--- config.mk ---
export PLATFORM = sky130hd
export DESIGN_NAME = serial_prom_reader
export DESIGN_NICKNAME = d
export VERILOG_FILES = /design/src/rtl/spr_pkg.sv /design/src/rtl/spr_sync.sv /design/src/rtl/spr_sk_timer.sv /design/src/rtl/spr_word_engine.sv /design/src/rtl/serial_prom_reader.sv
export SDC_FILE = /design/constraint.sdc
export NUM_CORES = 1
export LEC_CHECK = 0
export BUFFER_PORTS_ARGS = -buffer_cell sky130_fd_sc_hd__clkbuf_2
export CAP_MARGIN = 20
export CORE_MARGIN = 2
export CORE_UTILIZATION = 47
export DETAILED_ROUTE_END_ITERATION = 10
export PLACE_DENSITY = 0.68
export SYNTH_ARGS = -nofsm -noshare
export SYNTH_HDL_FRONTEND = slang
export SYNTH_SLANG_ARGS = --single-unit
--- constraint.sdc ---
create_clock -name clk -period 7.6 [get_ports clk]
set_input_delay 0.38 -clock clk [delete_from_list [all_inputs] [get_ports clk]]
set_output_delay 0.38 -clock clk [all_outputs]
set_load 0.1 [all_outputs]
--- src/rtl/spr_pkg.sv ---
package spr_pkg;
   typedef enum logic [2:0] {
      PH_IDLE,
      PH_CMD_LO,
      PH_CMD_HI,
      PH_DAT_LO,
      PH_DAT_HI,
      PH_CLOSE
   } spr_phase_t;
endpackage

--- src/rtl/spr_sync.sv ---
module spr_sync #(
   parameter int STAGES = 2
) (
   input  logic clk,
   input  logic rst_n,
   input  logic d_in,
   output logic d_out
);
   if (STAGES < 2) begin : g_bad_stages
      $error("spr_sync needs at least two stages");
   end

   logic [STAGES-1:0] chain_q;

   always_ff @(posedge clk or negedge rst_n) begin
      if (!rst_n) chain_q[0] <= 1'b0;
      else        chain_q[0] <= d_in;
   end

   for (genvar s = 1; s < STAGES; s++) begin : g_stage
      always_ff @(posedge clk or negedge rst_n) begin
         if (!rst_n) chain_q[s] <= 1'b0;
         else        chain_q[s] <= chain_q[s-1];
      end
   end

   assign d_out = chain_q[STAGES-1];
endmodule

--- src/rtl/spr_sk_timer.sv ---
module spr_sk_timer #(
   parameter int DIV_W = 8
) (
   input  logic             clk,
   input  logic             rst_n,
   input  logic             run,
   input  logic [DIV_W-1:0] half_period,
   output logic             tick
);
   if (DIV_W < 2) begin : g_bad_div
      $error("spr_sk_timer needs DIV_W of at least 2");
   end

   logic [DIV_W-1:0] cnt_q;
   logic [DIV_W-1:0] last;

   assign last = (half_period == '0) ? '0 : half_period - 1'b1;
   assign tick = run && (cnt_q == last);

   always_ff @(posedge clk or negedge rst_n) begin
      if (!rst_n)    cnt_q <= '0;
      else if (!run) cnt_q <= '0;
      else if (tick) cnt_q <= '0;
      else           cnt_q <= cnt_q + 1'b1;
   end
endmodule

--- src/rtl/spr_word_engine.sv ---
module spr_word_engine
   import spr_pkg::*;
#(
   parameter int          ADDR_W   = 6,
   parameter int          DATA_W   = 16,
   parameter int          OPC_W    = 2,
   parameter logic [OPC_W-1:0] READ_OPC = 2'b10,
   parameter int          LEAD_W   = 2
) (
   input  logic              clk,
   input  logic              rst_n,
   input  logic              start,
   input  logic [ADDR_W-1:0] addr,
   input  logic              tick,
   input  logic              din,
   output logic              eng_busy,
   output logic              done,
   output logic [DATA_W-1:0] data,
   output logic              cs,
   output logic              sk,
   output logic              dout
);
   localparam int CMD_W = LEAD_W + 1 + OPC_W + ADDR_W;
   localparam int MAX_W = (CMD_W > DATA_W) ? CMD_W : DATA_W;
   localparam int IDX_W = $clog2(MAX_W);

   if (DATA_W < 2) begin : g_bad_data
      $error("spr_word_engine needs DATA_W of at least 2");
   end

   spr_phase_t        ph_q;
   logic [CMD_W-1:0]  cmd_q;
   logic [IDX_W-1:0]  idx_q;
   logic [DATA_W-1:0] shift_q;
   logic [CMD_W-1:0]  cmd_word;

   assign cmd_word = {{LEAD_W{1'b0}}, 1'b1, READ_OPC, addr};
   assign eng_busy = (ph_q != PH_IDLE);

   always_ff @(posedge clk or negedge rst_n) begin
      if (!rst_n) begin
         ph_q    <= PH_IDLE;
         cmd_q   <= '0;
         idx_q   <= '0;
         shift_q <= '0;
         data    <= '0;
         done    <= 1'b0;
         cs      <= 1'b0;
         sk      <= 1'b0;
         dout    <= 1'b0;
      end else begin
         done <= 1'b0;
         case (ph_q)
            PH_IDLE: if (start) begin
               cmd_q <= cmd_word;
               idx_q <= IDX_W'(CMD_W - 1);
               cs    <= 1'b1;
               sk    <= 1'b0;
               dout  <= cmd_word[CMD_W-1];
               ph_q  <= PH_CMD_LO;
            end
            PH_CMD_LO: if (tick) begin
               sk   <= 1'b1;
               ph_q <= PH_CMD_HI;
            end
            PH_CMD_HI: if (tick) begin
               sk <= 1'b0;
               if (idx_q == '0) begin
                  dout  <= 1'b0;
                  idx_q <= IDX_W'(DATA_W - 1);
                  ph_q  <= PH_DAT_LO;
               end else begin
                  idx_q <= idx_q - 1'b1;
                  dout  <= cmd_q[idx_q - 1'b1];
                  ph_q  <= PH_CMD_LO;
               end
            end
            PH_DAT_LO: if (tick) begin
               sk   <= 1'b1;
               ph_q <= PH_DAT_HI;
            end
            PH_DAT_HI: if (tick) begin
               shift_q <= {shift_q[DATA_W-2:0], din};
               sk      <= 1'b0;
               if (idx_q == '0) begin
                  ph_q <= PH_CLOSE;
               end else begin
                  idx_q <= idx_q - 1'b1;
                  ph_q  <= PH_DAT_LO;
               end
            end
            PH_CLOSE: if (tick) begin
               cs   <= 1'b0;
               dout <= 1'b0;
               data <= shift_q;
               done <= 1'b1;
               ph_q <= PH_IDLE;
            end
            default: ph_q <= PH_IDLE;
         endcase
      end
   end

   AST_CS_HELD: assert property (@(posedge clk) disable iff (!rst_n)
      (ph_q != PH_IDLE) |-> cs);
   AST_MOSI_SET_LOW: assert property (@(posedge clk) disable iff (!rst_n)
      $rose(sk) |-> $stable(dout));
   AST_SK_ON_TICK: assert property (@(posedge clk) disable iff (!rst_n)
      !$stable(sk) |-> $past(tick));
   AST_DONE_PULSE: assert property (@(posedge clk) disable iff (!rst_n)
      done |=> !done);
endmodule

--- src/rtl/serial_prom_reader.sv ---
module serial_prom_reader #(
   parameter int ADDR_W    = 6,
   parameter int DATA_W    = 16,
   parameter int DIV_W     = 8,
   parameter int SYNC_W    = 2,
   parameter int MAC_BYTES = 6
) (
   input  logic                   clk,
   input  logic                   rst_n,
   input  logic [DIV_W-1:0]       half_period,
   input  logic                   req_valid,
   input  logic [ADDR_W-1:0]      req_addr,
   input  logic                   boot_start,
   output logic                   busy,
   output logic                   done,
   output logic [DATA_W-1:0]      rd_data,
   output logic                   boot_done,
   output logic [DATA_W-1:0]      checksum,
   output logic [8*MAC_BYTES-1:0] station_addr,
   output logic                   ee_cs,
   output logic                   ee_clk,
   output logic                   ee_mosi,
   input  logic                   ee_miso
);
   localparam int N_WORDS     = 1 << ADDR_W;
   localparam int BYTES_PER_W = DATA_W / 8;
   localparam int MAC_WORDS   = (MAC_BYTES + BYTES_PER_W - 1) / BYTES_PER_W;

   if (DATA_W != 16) begin : g_bad_width
      $error("serial_prom_reader unpacks two bytes per word");
   end
   if (MAC_WORDS > N_WORDS) begin : g_bad_mac
      $error("station address does not fit in the PROM");
   end

   logic              eng_busy, eng_done, eng_start, tick, din_s;
   logic [ADDR_W-1:0] eng_addr;
   logic [DATA_W-1:0] eng_data;
   logic              host_go, boot_go;
   logic              boot_active_q, issue_q;
   logic [ADDR_W-1:0] ptr_q;
   logic [DATA_W-1:0] sum_q;
   logic [8*MAC_BYTES-1:0] mac_q, mac_nxt;
   logic              boot_done_q;

   assign busy      = eng_busy | boot_active_q;
   assign boot_go   = boot_start && !busy;
   assign host_go   = req_valid && !busy && !boot_start;
   assign eng_start = host_go | boot_go | (boot_active_q && issue_q);
   assign eng_addr  = boot_go ? '0 : (boot_active_q ? ptr_q : req_addr);

   spr_sync #(.STAGES(SYNC_W)) u_sync (
      .clk(clk), .rst_n(rst_n), .d_in(ee_miso), .d_out(din_s)
   );

   spr_sk_timer #(.DIV_W(DIV_W)) u_timer (
      .clk(clk), .rst_n(rst_n), .run(eng_busy),
      .half_period(half_period), .tick(tick)
   );

   spr_word_engine #(.ADDR_W(ADDR_W), .DATA_W(DATA_W)) u_engine (
      .clk(clk), .rst_n(rst_n), .start(eng_start), .addr(eng_addr),
      .tick(tick), .din(din_s), .eng_busy(eng_busy), .done(eng_done),
      .data(eng_data), .cs(ee_cs), .sk(ee_clk), .dout(ee_mosi)
   );

   always_comb begin
      mac_nxt = mac_q;
      for (int b = 0; b < MAC_BYTES; b++) begin
         if (boot_active_q && eng_done && (ptr_q == ADDR_W'(b / BYTES_PER_W)))
            mac_nxt[8*b +: 8] = eng_data[8*(b % BYTES_PER_W) +: 8];
      end
   end

   always_ff @(posedge clk or negedge rst_n) begin
      if (!rst_n) begin
         boot_active_q <= 1'b0;
         issue_q       <= 1'b0;
         ptr_q         <= '0;
         sum_q         <= '0;
         mac_q         <= '0;
         boot_done_q   <= 1'b0;
      end else begin
         boot_done_q <= 1'b0;
         mac_q       <= mac_nxt;
         if (boot_go) begin
            boot_active_q <= 1'b1;
            issue_q       <= 1'b0;
            ptr_q         <= '0;
            sum_q         <= '0;
         end else if (boot_active_q) begin
            if (issue_q) issue_q <= 1'b0;
            if (eng_done) begin
               sum_q <= sum_q + eng_data;
               if (ptr_q == ADDR_W'(N_WORDS - 1)) begin
                  boot_active_q <= 1'b0;
                  boot_done_q   <= 1'b1;
               end else begin
                  ptr_q   <= ptr_q + 1'b1;
                  issue_q <= 1'b1;
               end
            end
         end
      end
   end

   assign done         = eng_done;
   assign rd_data      = eng_data;
   assign boot_done    = boot_done_q;
   assign checksum     = sum_q;
   assign station_addr = mac_q;

   AST_IDLE_QUIET: assert property (@(posedge clk) disable iff (!rst_n)
      !busy |-> (!ee_cs && !ee_clk && !ee_mosi));
   AST_NO_START_BUSY: assert property (@(posedge clk) disable iff (!rst_n)
      eng_start |-> !eng_busy);
   AST_BOOT_END_ONCE: assert property (@(posedge clk) disable iff (!rst_n)
      boot_done |-> !boot_active_q);
endmodule

==> key figures <==
Routing
  • DRC Markers: 0
  • Via count: 4,738
  • Via density: 5.52
  • Antenna viol nets, final: 0
  • Routed wire length: 14.4 mm
  • Routed len/inst: 16.8 um
  • DR pass1 iterations: 7
  • DR iter-0 viols: 302

Yosys
  • Netlist Area Pre-Place: 6520 um2
  • Sequential area share after synthesis: 51.0%
  • Top cell type's share of synthesized area: 51.0%
  • YS warnings: 0
  • Synth cell types: 61
  • EDFF count, synth: 0
  • Synthesis-stage register bit count: 133
  • Synth top cells by count: dfrtp_1, mux2_2, nand2_1
  • Count leader, synth: dfrtp_1
  • Yosys top cell by area: dfrtp_1
  • Ranking of synthesized cells by area: dfrtp_1, mux2_2, ha_1
  • Net Count, Synth: 601
  • Primary FF master, synth: dfrtp_1
  • Post-Syn Instances: 559
  • Synth Area per Inst: 11.7 um2
  • Post-synth ARST share: 100%

Worst setup path
  • Crit-path max cell delay: 0.60 ns
  • Startpoint types: primary input
  • Cell Chain, Critical Path: clkbuf_2 -> inv_1 -> ha_1 -> nand2b_1 -> nor4_4 -> a21oi_2 -> o32a_1 -> or4_4 -> or2_4 -> or4_4 -> mux2_4
  • Instance count on the critical path: 11
  • CP Buf/Inv Count: 2
  • RR Endpoint: u_engine.shift_q[0]
  • Crit path DAT: 3.46 ns
  • Most used cell, CP: or4_4
  • R2R depth: 8
  • FF-to-FF setup slack: 4.48 ns
  • CP delay by family, top: simple AND/OR/NAND/NOR gates
  • Crit path from: half_period[0]
  • CP max FO: 17
  • Setup CP Type: primary input to register
  • Slowest CP cell: or4_4
  • Crit path capture: u_engine.shift_q[0]
  • RR Startpoint: u_timer.cnt_q[1]
  • Critical path endpoint category: register
  • WP data required: 7.90 ns

Clock network
  • CTS tree: done
  • Clock Root Buffer: clkbuf_16
  • Post-CTS setup buffer count: 0
  • Quantity of gates resized following cts: 0
  • # H-tree levels: 4
  • CTS Buffer Depth: 2
  • Hold buffers post-CTS: 1
  • Clock Sinks: 133
  • CTS Buf Count: 17
  • Clk_lat worst skew: 0.42 ns
  • Clock slew at reported path FFs: 0.06 ns

Hold path
  • Hold path depth: 1
  • Worst hold-check path type: primary input to register

STA
  • Max Slew Vio Count: 0
  • WHS: 0.0702 ns
  • Fin crit share: 41.6%
  • Aggregate negative setup slack: 0 ns
  • RSZ-0062 raised after global routing: no
  • Fin crit period: 3.16 ns
  • Layout Skew: 0.00688 ns
  • Slew margin rel.: 34.8%
  • Final setup fails: 0
  • Worst-margin pin slew: 0.975 ns
  • Setup slack after layout: 4.44 ns
  • Hold Fails Final Rpt: 0
  • Fmax: 0.317 GHz

Power and ir drop
  • Total Power: 2.53 mW
  • Pwr Density: 324 nW/um2
  • Peak supply drop: 0.255 mV
  • Leakage: 3.98 nW

Layout
  • Final-stage net count: 708
  • Layout cells sized above 1: 34.5%
  • Layout area overhead: 19.9%
  • Post-Layout Cell Count: 859
  • Final instance area: 7820 um2
  • Ant. Diodes: 0
  • Final Core Density: 57.0%

Global route
  • Vias in the first global route: 4,751
  • Global-route wire length before repair: 23.6 mm
  • Overflow after GRT: 0
  • Largest net degree at the start of global routing: 79
  • Initial antenna violation count: 0
  • Total Routing Usage GR: 20.6%

Floorplanning
  • Die outline area: 14,800 um2
  • Top Ports: 105
  • Cell Rows: 43
  • Die Y: 122 um
  • Die W: 122 um
  • Core Area: 13,700 um2
  • Initial Util: 47.5%

Placement
  • Detail Placement HPWL: 9.97 mm
  • Setup WS pre-CTS: 4.02 ns
  • Cell total after placement: 826
  • Buffers added on ports: 104
  • GP Congestion: 0.879
  • Placement Cell Area: 7200 um2

Flow run
  • Max cap viols: 0

Outcome
  • Status: finished clean
[report_power, final]
part	internal (mW)	leakage, nW	switching, mW
registers	0.809	1.74	0.138
logic	0.228	1.94	0.523
clock network	0.538	0.299	0.293
[worst min path at each step]
stage	startpoint	to
after floorplan	rst_n	boot_active_q
final	ee_miso	u_sync.chain_q[0]
after detailed placement	u_sync.chain_q[0]	u_sync.d_out
after global placement	u_sync.chain_q[0]	u_sync.d_out
after global routing	ee_miso	u_sync.chain_q[0]
after CTS	ee_miso	u_sync.chain_q[0]
[area by class of cell]
type,count,area (um2)
Fill cell,1162,5900
Sequential cell,133,3330
Multi-Input combinational cell,392,3040
Timing Repair Buffer,109,567
Clock buffer,22,474
Tap cell,180,225
Clock inverter,10,128
Inverter,13,48.8
[registers in the layout, summed over array words and instances (netlist names), 3 cells and up]
name,count
checksum,16
u_engine.ph_q,3
ptr_q,6
u_engine.shift_q,16
u_engine.idx_q,4
u_timer.cnt_q,8
station_addr,48
u_engine.cmd_q,7
u_engine.data,16
[logic make-up after synthesis]
family | Yosys count | share of synthesized area [%]
AO/OA/AOI/OAI | 93 | 9.90
XOR/XNOR | 30 | 4.03
adder cells (fa/ha/maj) | 23 | 4.53
buffers and inverters | 34 | 2.26
flip-flops | 133 | 51.0
multiplexers | 92 | 16.4
AND/OR/NAND/NOR | 154 | 11.8
[routing by layer]
metal | vias to the layer above | routed length [um] | GRT usage (%)
li1 | 2231 | - | -
met1 | 2352 | 6380 | 26.6
met2 | 125 | 7190 | 33.6
met3 | 30 | 568 | 4.82
met4 | 0 | 307 | 8.48
met5 | - | 0 | 0
[placed cells by master, fill, tap and decap left out, types with 3 or more instances in the layout]
| cell type | count |
|---|---|
| and3_1 | 4 |
| xnor2_1 | 12 |
| nand4_1 | 3 |
| inv_1 | 13 |
| mux2i_1 | 9 |
| nand2_1 | 51 |
| a31oi_1 | 3 |
| o31ai_1 | 9 |
| nor3_1 | 12 |
| clkbuf_2 | 103 |
| o32ai_1 | 3 |
| nand2b_1 | 9 |
| xor2_1 | 18 |
| nor2b_1 | 3 |
| clkbuf_16 | 17 |
| a21o_1 | 7 |
| a21oi_1 | 13 |
| a211oi_1 | 3 |
| clkbuf_8 | 3 |
| dfrtp_1 | 133 |
| buf_4 | 4 |
| or2_2 | 4 |
| ha_1 | 22 |
| clkinv_2 | 6 |
| nor2_1 | 39 |
| bufinv_16 | 3 |
| mux2_4 | 9 |
| mux2_2 | 73 |
| nand3_1 | 9 |
| o22ai_1 | 15 |
| o21ai_0 | 13 |
| or3_1 | 5 |
| o211ai_1 | 5 |
No activity file was read; power rests on OpenSTA's default activity.
